[src/rtl/wk_pkg.sv]
package wk_pkg;
  localparam int unsigned SLOTS  = 8;
  localparam int unsigned MODE_W = 4;
  localparam int unsigned DATA_W = 32;
  localparam int unsigned ADDR_W = 2;

  typedef logic [MODE_W-1:0] sense_t;

  localparam sense_t SENSE_OFF  = 4'd0;
  localparam sense_t SENSE_RISE = 4'd1;
  localparam sense_t SENSE_FALL = 4'd2;
  localparam sense_t SENSE_BOTH = 4'd3;
  localparam sense_t SENSE_HIGH = 4'd4;
  localparam sense_t SENSE_LOW  = 4'd8;

  localparam logic [ADDR_W-1:0] ADDR_EN    = 2'd0;
  localparam logic [ADDR_W-1:0] ADDR_STAT  = 2'd1;
  localparam logic [ADDR_W-1:0] ADDR_WMODE = 2'd2;
  localparam logic [ADDR_W-1:0] ADDR_PMODE = 2'd3;

  function automatic logic mode_is_edge(sense_t m);
    return (m == SENSE_RISE) || (m == SENSE_FALL) || (m == SENSE_BOTH);
  endfunction

  function automatic logic edge_hit(sense_t m, logic cur, logic prv);
    logic up, dn;
    up = cur & ~prv;
    dn = ~cur & prv;
    return (up && (m == SENSE_RISE || m == SENSE_BOTH)) ||
           (dn && (m == SENSE_FALL || m == SENSE_BOTH));
  endfunction

  function automatic logic level_hit(sense_t m, logic cur);
    return (m == SENSE_HIGH && cur) || (m == SENSE_LOW && !cur);
  endfunction

  function automatic sense_t periph_fix(sense_t m);
    return (m == SENSE_OFF) ? SENSE_OFF : SENSE_HIGH;
  endfunction
endpackage

[src/rtl/wk_sync.sv]
module wk_sync #(
  parameter int unsigned WIDTH = 16
) (
  input  logic             clk,
  input  logic             rst_n,
  input  logic [WIDTH-1:0] async_i,
  output logic [WIDTH-1:0] sync_o
);
  logic [WIDTH-1:0] meta_q;
  logic [WIDTH-1:0] sync_q;

  always_ff @(posedge clk or negedge rst_n) begin
    if (!rst_n) begin
      meta_q <= '0;
      sync_q <= '0;
    end else begin
      meta_q <= async_i;
      sync_q <= meta_q;
    end
  end

  assign sync_o = sync_q;
endmodule

[src/rtl/wk_cfg_regs.sv]
module wk_cfg_regs
  import wk_pkg::*;
#(
  parameter int unsigned NUM_PERIPH = 8,
  parameter int unsigned NUM_WAKE   = 8
) (
  input  logic                             clk,
  input  logic                             rst_n,
  input  logic                             wr_en,
  input  logic [ADDR_W-1:0]                wr_addr,
  input  logic [DATA_W-1:0]                wr_data,
  output logic [2*SLOTS-1:0]               en_o,
  output logic [NUM_WAKE-1:0][MODE_W-1:0]  wmode_o,
  output logic [NUM_PERIPH-1:0][MODE_W-1:0] pmode_o,
  output logic [NUM_WAKE-1:0]              clr_o
);
  logic [2*SLOTS-1:0]                en_q;
  logic [NUM_WAKE-1:0][MODE_W-1:0]   wmode_q;
  logic [NUM_PERIPH-1:0][MODE_W-1:0] pmode_q;

  always_ff @(posedge clk or negedge rst_n) begin
    if (!rst_n) begin
      en_q    <= '0;
      wmode_q <= '0;
      pmode_q <= '0;
    end else if (wr_en) begin
      case (wr_addr)
        ADDR_EN:    en_q <= wr_data[2*SLOTS-1:0];
        ADDR_WMODE: begin
          for (int j = 0; j < NUM_WAKE; j++)
            wmode_q[j] <= wr_data[MODE_W*j +: MODE_W];
        end
        ADDR_PMODE: begin
          for (int i = 0; i < NUM_PERIPH; i++)
            pmode_q[i] <= periph_fix(wr_data[MODE_W*i +: MODE_W]);
        end
        default: ;
      endcase
    end
  end

  always_comb begin
    for (int j = 0; j < NUM_WAKE; j++)
      clr_o[j] = wr_en && (wr_addr == ADDR_STAT) && wr_data[SLOTS + j];
  end

  assign en_o    = en_q;
  assign wmode_o = wmode_q;
  assign pmode_o = pmode_q;

  for (genvar i = 0; i < NUM_PERIPH; i++) begin : g_pchk
    // stored peripheral mode is only ever off or active-high
    a_r3_pmode_legal: assert property (@(posedge clk) disable iff (!rst_n)
      (pmode_q[i] == SENSE_OFF) || (pmode_q[i] == SENSE_HIGH));
  end
endmodule

[src/rtl/wk_wake_lane.sv]
module wk_wake_lane
  import wk_pkg::*;
(
  input  logic   clk,
  input  logic   rst_n,
  input  logic   cur_i,
  input  sense_t mode_i,
  input  logic   en_i,
  input  logic   clr_i,
  output logic   active_o
);
  logic prev_q;
  logic latch_q;
  logic ev;
  logic edge_mode;

  assign edge_mode = mode_is_edge(mode_i);
  assign ev        = en_i && edge_hit(mode_i, cur_i, prev_q);

  always_ff @(posedge clk or negedge rst_n) begin
    if (!rst_n) begin
      prev_q  <= 1'b0;
      latch_q <= 1'b0;
    end else begin
      prev_q  <= cur_i;
      latch_q <= edge_mode ? ((latch_q & ~clr_i) | ev) : 1'b0;
    end
  end

  assign active_o = en_i && (edge_mode ? latch_q : level_hit(mode_i, cur_i));

  // a latched event only appears after a qualifying edge
  a_r4_latch_cause: assert property (@(posedge clk) disable iff (!rst_n)
    $rose(latch_q) |-> $past(ev));
  // nothing is latched while the lane is disabled
  a_r12_no_latch_disabled: assert property (@(posedge clk) disable iff (!rst_n)
    $rose(latch_q) |-> $past(en_i));
  // a clear with no new event empties the latch
  a_r7_clear_takes: assert property (@(posedge clk) disable iff (!rst_n)
    (clr_i && !ev) |=> !latch_q);
endmodule

[src/rtl/wake_sense_ctrl.sv]
module wake_sense_ctrl
  import wk_pkg::*;
#(
  parameter int unsigned NUM_PERIPH = 8,
  parameter int unsigned NUM_WAKE   = 8
) (
  input  logic                  clk,
  input  logic                  rst_n,
  input  logic [NUM_PERIPH-1:0] periph_in,
  input  logic [NUM_WAKE-1:0]   wake_in,
  input  logic                  wr_en,
  input  logic [1:0]            wr_addr,
  input  logic [31:0]           wr_data,
  input  logic [1:0]            rd_addr,
  output logic [31:0]           rd_data,
  output logic [NUM_PERIPH-1:0] periph_irq,
  output logic                  wake_irq,
  output logic                  wake_req
);
  localparam int unsigned IN_W = NUM_PERIPH + NUM_WAKE;

  logic [IN_W-1:0]                   sync_all;
  logic [NUM_PERIPH-1:0]             p_sync;
  logic [NUM_WAKE-1:0]               w_sync;
  logic [2*SLOTS-1:0]                en;
  logic [NUM_WAKE-1:0][MODE_W-1:0]   wmode;
  logic [NUM_PERIPH-1:0][MODE_W-1:0] pmode;
  logic [NUM_WAKE-1:0]               w_clr;
  logic [NUM_WAKE-1:0]               w_act;
  logic [2*SLOTS-1:0]                status;

  wk_sync #(.WIDTH(IN_W)) u_sync (
    .clk     (clk),
    .rst_n   (rst_n),
    .async_i ({wake_in, periph_in}),
    .sync_o  (sync_all)
  );

  assign p_sync = sync_all[NUM_PERIPH-1:0];
  assign w_sync = sync_all[IN_W-1:NUM_PERIPH];

  wk_cfg_regs #(.NUM_PERIPH(NUM_PERIPH), .NUM_WAKE(NUM_WAKE)) u_cfg (
    .clk     (clk),
    .rst_n   (rst_n),
    .wr_en   (wr_en),
    .wr_addr (wr_addr),
    .wr_data (wr_data),
    .en_o    (en),
    .wmode_o (wmode),
    .pmode_o (pmode),
    .clr_o   (w_clr)
  );

  for (genvar i = 0; i < NUM_PERIPH; i++) begin : g_periph
    assign periph_irq[i] = en[i] && (pmode[i] == SENSE_HIGH) && p_sync[i];
    // a peripheral line never fires without its enable
    a_r2_periph_gated: assert property (@(posedge clk) disable iff (!rst_n)
      periph_irq[i] |-> en[i]);
  end

  for (genvar j = 0; j < NUM_WAKE; j++) begin : g_wake
    wk_wake_lane u_lane (
      .clk      (clk),
      .rst_n    (rst_n),
      .cur_i    (w_sync[j]),
      .mode_i   (wmode[j]),
      .en_i     (en[SLOTS + j]),
      .clr_i    (w_clr[j]),
      .active_o (w_act[j])
    );
  end

  always_comb begin
    status = '0;
    status[NUM_PERIPH-1:0]          = periph_irq;
    status[SLOTS +: NUM_WAKE]       = w_act;
  end

  assign wake_irq = |w_act;
  assign wake_req = wake_irq | (|periph_irq);

  always_comb begin
    rd_data = '0;
    case (rd_addr)
      ADDR_EN:    rd_data[2*SLOTS-1:0] = en;
      ADDR_STAT:  rd_data[2*SLOTS-1:0] = status;
      ADDR_WMODE: begin
        for (int j = 0; j < NUM_WAKE; j++)
          rd_data[MODE_W*j +: MODE_W] = wmode[j];
      end
      default: begin
        for (int i = 0; i < NUM_PERIPH; i++)
          rd_data[MODE_W*i +: MODE_W] = pmode[i];
      end
    endcase
  end

  // the shared wake interrupt needs at least one wake enable
  a_r8_wake_needs_en: assert property (@(posedge clk) disable iff (!rst_n)
    wake_irq |-> (|en[SLOTS +: NUM_WAKE]));
  // a wake request is raised whenever the shared interrupt is
  a_r9_req_follows: assert property (@(posedge clk) disable iff (!rst_n)
    wake_irq |-> wake_req);
endmodule

[config.mk]
export PLATFORM = sky130hd
export DESIGN_NAME = wake_sense_ctrl
export DESIGN_NICKNAME = d
export VERILOG_FILES = /design/src/rtl/wk_pkg.sv /design/src/rtl/wk_sync.sv /design/src/rtl/wk_cfg_regs.sv /design/src/rtl/wk_wake_lane.sv /design/src/rtl/wake_sense_ctrl.sv
export SDC_FILE = /design/constraint.sdc
export NUM_CORES = 1
export LEC_CHECK = 0
export BUFFER_PORTS_ARGS = -buffer_cell sky130_fd_sc_hd__buf_2
export CAP_MARGIN = 20
export CORE_UTILIZATION = 56
export CTS_CLUSTER_DIAMETER = 80
export DETAILED_ROUTE_END_ITERATION = 8
export PLACE_DENSITY = 0.88
export SETUP_SLACK_MARGIN = 0.5
export SLEW_MARGIN = 5
export SYNTH_ARGS = -nofsm -noshare
export SYNTH_HDL_FRONTEND = slang
export SYNTH_HIERARCHICAL = 1
export SYNTH_SLANG_ARGS = --single-unit
[constraint.sdc]
create_clock -name clk -period 1.9 [get_ports clk]
set_clock_uncertainty 0.15 [all_clocks]
set_input_delay 0.19 -clock clk [delete_from_list [all_inputs] [get_ports clk]]
set_output_delay 0.19 -clock clk [all_outputs]
set_load 0.005 [all_outputs]
==> run summary <==
In this run the clock root is driven by a sky130_fd_sc_hd__clkbuf_8. The largest total area in the synthesized netlist belongs to sky130_fd_sc_hd__dfrtp_1. The maximum level of the CTS H-tree came out at 3. The tightest min-delay check is of the in2reg type. The worst hold path terminates at u_cfg/pmode_o[26]. The number of non-filler instances in the completed layout is 773. The area share of the largest cell type after synthesis came out at 0.496. The power spent charging and discharging nets came out at 2.01 mW. The switching power as a share of total power came out at 0.323.

The kind of cell with the highest combined delay along the critical path is simple AND/OR/NAND/NOR gates. Clock tree synthesis found a total of 104 sinks. The capturing point of the worst reg2reg path is g_wake[5].u_lane/latch_q. The clock network power share is 0.217. sky130_fd_sc_hd__dfrtp_1 is the most common cell in the netlist.

The initialized floorplan defines 34 standard-cell rows. The largest buffer count on any clock path is 2. The count of buffer and inverter cells on the critical path came out at 1. The power after layout came out at 6.22 mW.

The number of setup violations in the final report is 19. Using the TritonRoute via totals, the vias-per-cell ratio works out to 6.23. The total internal power came out at 4.22 mW.

The clock buffer count from CTS came out at 9. Of the cells placed in the final design, the portion with a size suffix greater than 1 is 0.521. The via count of the first global-routing pass is 5052. The first global-routing pass estimated 26400 um of wire. The number of antenna violations at the first check in global routing came out at 0. At the worst endpoint, the arrival time is 2.30 ns. Of all flip-flops after synthesis, the portion carrying an async set or reset was 1.00. The number of synthesized flops with an enable pin came out at 0. The hold-critical path depth is 3.

Summing every instance area after synthesis gives 5250 um2. The post-CTS clock slew at the launch and capture registers of the worst setup and hold paths is 0.11 ns. The worst register-to-register path begins at u_cfg/wmode_o[22]. The clock tree from TritonCTS is built. The total via count after detailed routing is 4819.

For this run, the total global-route usage over all layers was measured as 0.362. The hold violation total from the final report is 0. The count of port buffers added during placement is 96. The height of the chip came out at 98.8 um. Averaged over all synthesized cells, the footprint is 12.7 um2. The relative contribution of combinational cells to total power came out at 0.345.

For the pin with the worst max-slew slack, the measured transition is 0.567 ns. IR analysis of the VDD net gives a maximum drop of 0.534 mV. The half-perimeter wire length after detailed placement came out at 9450 um. The worst hold path begins at wr_addr[0]. The fraction of power consumed by sequential logic came out at 0.438. The run finished, with violations left.

The top fanout value on the critical path came out at 4. The global-route congestion overflow total came out at 0. The clock latency of the later-clocked register in the worst-skew pair is 0.39 ns. The die span in x is 98.8 um.

The die covers 9760 um2. The detailed router finished its first iteration with 374 violations. The top achievable clock speed came out at 0.378 GHz. By area the synthesized netlist is led by sky130_fd_sc_hd__dfrtp_1 50%, sky130_fd_sc_hd__mux2_2 10%, sky130_fd_sc_hd__mux4_2 6.9%, sky130_fd_sc_hd__buf_4 5.1%, sky130_fd_sc_hd__and3b_1 4.2%. The element type at the critical path end is a primary output. The number of nets at the end of the flow is 714.

Entering global routing, the biggest net connects 105 pins. The final routed wire length divided by cell count came out at 24.6 um. Sorting the synthesized cells by how often they occur yields 104 x sky130_fd_sc_hd__dfrtp_1, 48 x sky130_fd_sc_hd__mux2_2, 36 x sky130_fd_sc_hd__buf_4. The distinct cell type count after synthesis came out at 30. The required time reported for the critical path endpoint came out at 1.56 ns. The checks that failed: setup timing. The number of top-level pins is 97. The prevailing post-synth register cell is sky130_fd_sc_hd__dfrtp_1. The worst setup path is of the reg2out kind. The post-synthesis register bit count came out at 104. The relative max-transition margin came out at 0.619.

The total power density per cell area came out at 816 nW/um2. The final count of pins violating max slew is 0. Summed over all cells, the static leakage comes to 3.51 nW. In the final timing run, aggregate negative setup slack is -6.18 ns.

Setup repair after global routing could not meet its margin everywhere. Among all stages on the critical path, the largest delay is contributed by sky130_fd_sc_hd__dfrtp_1. Max-cap violations in this run came to 0. The worst setup path is launched from a register. The sequential-to-total area share from yosys stat came out at 0.496. The critical path goes through and3b_1, a21oi_2, o22ai_4, nor4_2, nand2_4, nor4_4, nand3_1, buf_2.

The gate count after technology mapping is 412. After filler insertion, the fill cell instance count of the layout stands at 381. The setup slack on the worst flop-to-flop path is 0.38 ns. From synthesis to final layout, the design area changed by 45.2%. In this run, placement finished with an instance count of 671. The number of DRC violations after detailed routing came out at 0. The aggregate routed wire length came out at 19000 um.

At the end of routability-driven placement, the weighted congestion stood at 0.974. The initial standard-cell utilization of the core came out at 0.590. The highest cell delay on the worst timing path came out at 0.44 ns.

The setup slack of the critical path after layout is -0.743 ns. The antenna violation net count after detailed routing is 0. The first detailed-routing pass took 5 iterations. Measured in cells, the most critical reg-to-reg path has a length of 5. In the finished design, the share of the clock period the worst path needs comes to 1.39.

The time the worst path needs with I/O delays and setup came out at 2.64 ns. The area of the core came out at 8890 um2. During synthesis, Yosys emitted a total of 6 warnings.
[timing repair]
| item | 4_1_cts | 5_1_grt |
|---|---|---|
| setup endpoints to repair | 47 | 52 |
| pin swaps | 13 | 13 |
| resized for setup | 50 | 30 |
| setup buffers | 22 | 14 |
| gates cloned | 0 | 0 |
| hold endpoints to repair | 171 | 0 |
| hold buffers | 49 | 0 |
[flip-flops by register name, summed over array words and instances, names as in the netlist]
signal	count
g_wake.u_lane/prev_q	8
u_cfg/wmode_o	32
g_wake.u_lane/latch_q	8
u_cfg/pmode_o	8
u_cfg/en_o	16
u_sync/sync_o	16
u_sync/meta_q	16
[how the worst max path moves through the flow]
stage                            from  endpoint  slack [ns]  depth (start not counted)
finish              u_cfg/wmode_o[26]  wake_req       -0.74                          8
global route        u_cfg/wmode_o[30]  wake_req       -0.82                          8
CTS                  u_cfg/wmode_o[6]  wake_req       -0.50                          9
detailed placement   u_cfg/wmode_o[6]  wake_req       -0.18                          9
global placement    u_cfg/wmode_o[22]  wake_req       -0.13                          9
floorplan           u_cfg/wmode_o[31]  wake_req        0.16                          7
[per-layer routing]
metal / vias to the layer above / track usage / routed length (um)
met1: 2397 / 0.400 / 6740
met4: 0 / 0.206 / 1410
li1: 1942 / - / -
met3: 132 / 0.0901 / 1480
met5: - / 0 / 0
met2: 348 / 0.639 / 9360
[worst register-to-register path, stage by stage (launching register included)]
cell                      delay, ns
sky130_fd_sc_hd__dfrtp_1       0.43
sky130_fd_sc_hd__buf_4         0.16
sky130_fd_sc_hd__buf_6         0.11
sky130_fd_sc_hd__or3_4         0.37
sky130_fd_sc_hd__buf_4         0.14
sky130_fd_sc_hd__a21oi_2       0.09
[cell families (layout without fill, tap and decap cells)]
family,count (synthesis),count (layout),synth area share
other,1,25,0.000714
muxes,80,80,0.202
buffers and inverters,48,277,0.0682
DFF,104,104,0.496
and+or+nand+nor,131,131,0.168
AOI/OAI and AO/OA,48,48,0.0648
[power by group through the flow]
stage	Sequential, mW	Clock [mW]	Combinational [mW]
6_report	2.73	1.35	2.14
5_1_grt	2.74	1.44	2.23
4_1_cts	2.68	1.31	1.81
3_5_place_dp	2.70	0	1.52
3_3_place_gp	2.68	0	1.45
2_1_floorplan	2.68	0	0.763
[final cells by class]
cell class,count,area [um2],share of cell area
Clock buffer,11,141,0.0186
Antenna cell,1,2.50,0.000328
Clock inverter,5,40.0,0.00525
Sequential cell,104,2600,0.341
Timing Repair Buffer,261,2090,0.275
Multi-Input combinational cell,283,2610,0.342
Tap cell,108,135,0.0177
[stage by stage]
stage / area (um2) / utilization / worst slack (ns) / hold WS [ns]
final: 7620 / 0.857 / -0.743 / 0.136
after floorplan: 5370 / - / 0.163 / -0.256
after global placement: 6260 / 0.704 / -0.131 / 0.145
after detailed placement: 6260 / 0.704 / -0.176 / 0.145
after global routing: 7620 / 0.857 / -0.825 / 0.149
after CTS: 7350 / 0.827 / -0.503 / 0.101
[layout by cell type (no fill, tap or decap), types with 14 or more instances in the layout]
master,instances
sky130_fd_sc_hd__buf_4,80
sky130_fd_sc_hd__nand2_1,16
sky130_fd_sc_hd__mux4_2,16
sky130_fd_sc_hd__mux2i_1,14
sky130_fd_sc_hd__conb_1,24
sky130_fd_sc_hd__mux2_2,48
sky130_fd_sc_hd__dfrtp_1,104
sky130_fd_sc_hd__buf_2,81
sky130_fd_sc_hd__a21oi_2,14
sky130_fd_sc_hd__nor2b_1,16
sky130_fd_sc_hd__dlygate4sd3_1,49
sky130_fd_sc_hd__buf_6,47
sky130_fd_sc_hd__and3b_1,25
sky130_fd_sc_hd__nor2_1,16
Power figures use the tool's default switching activity.
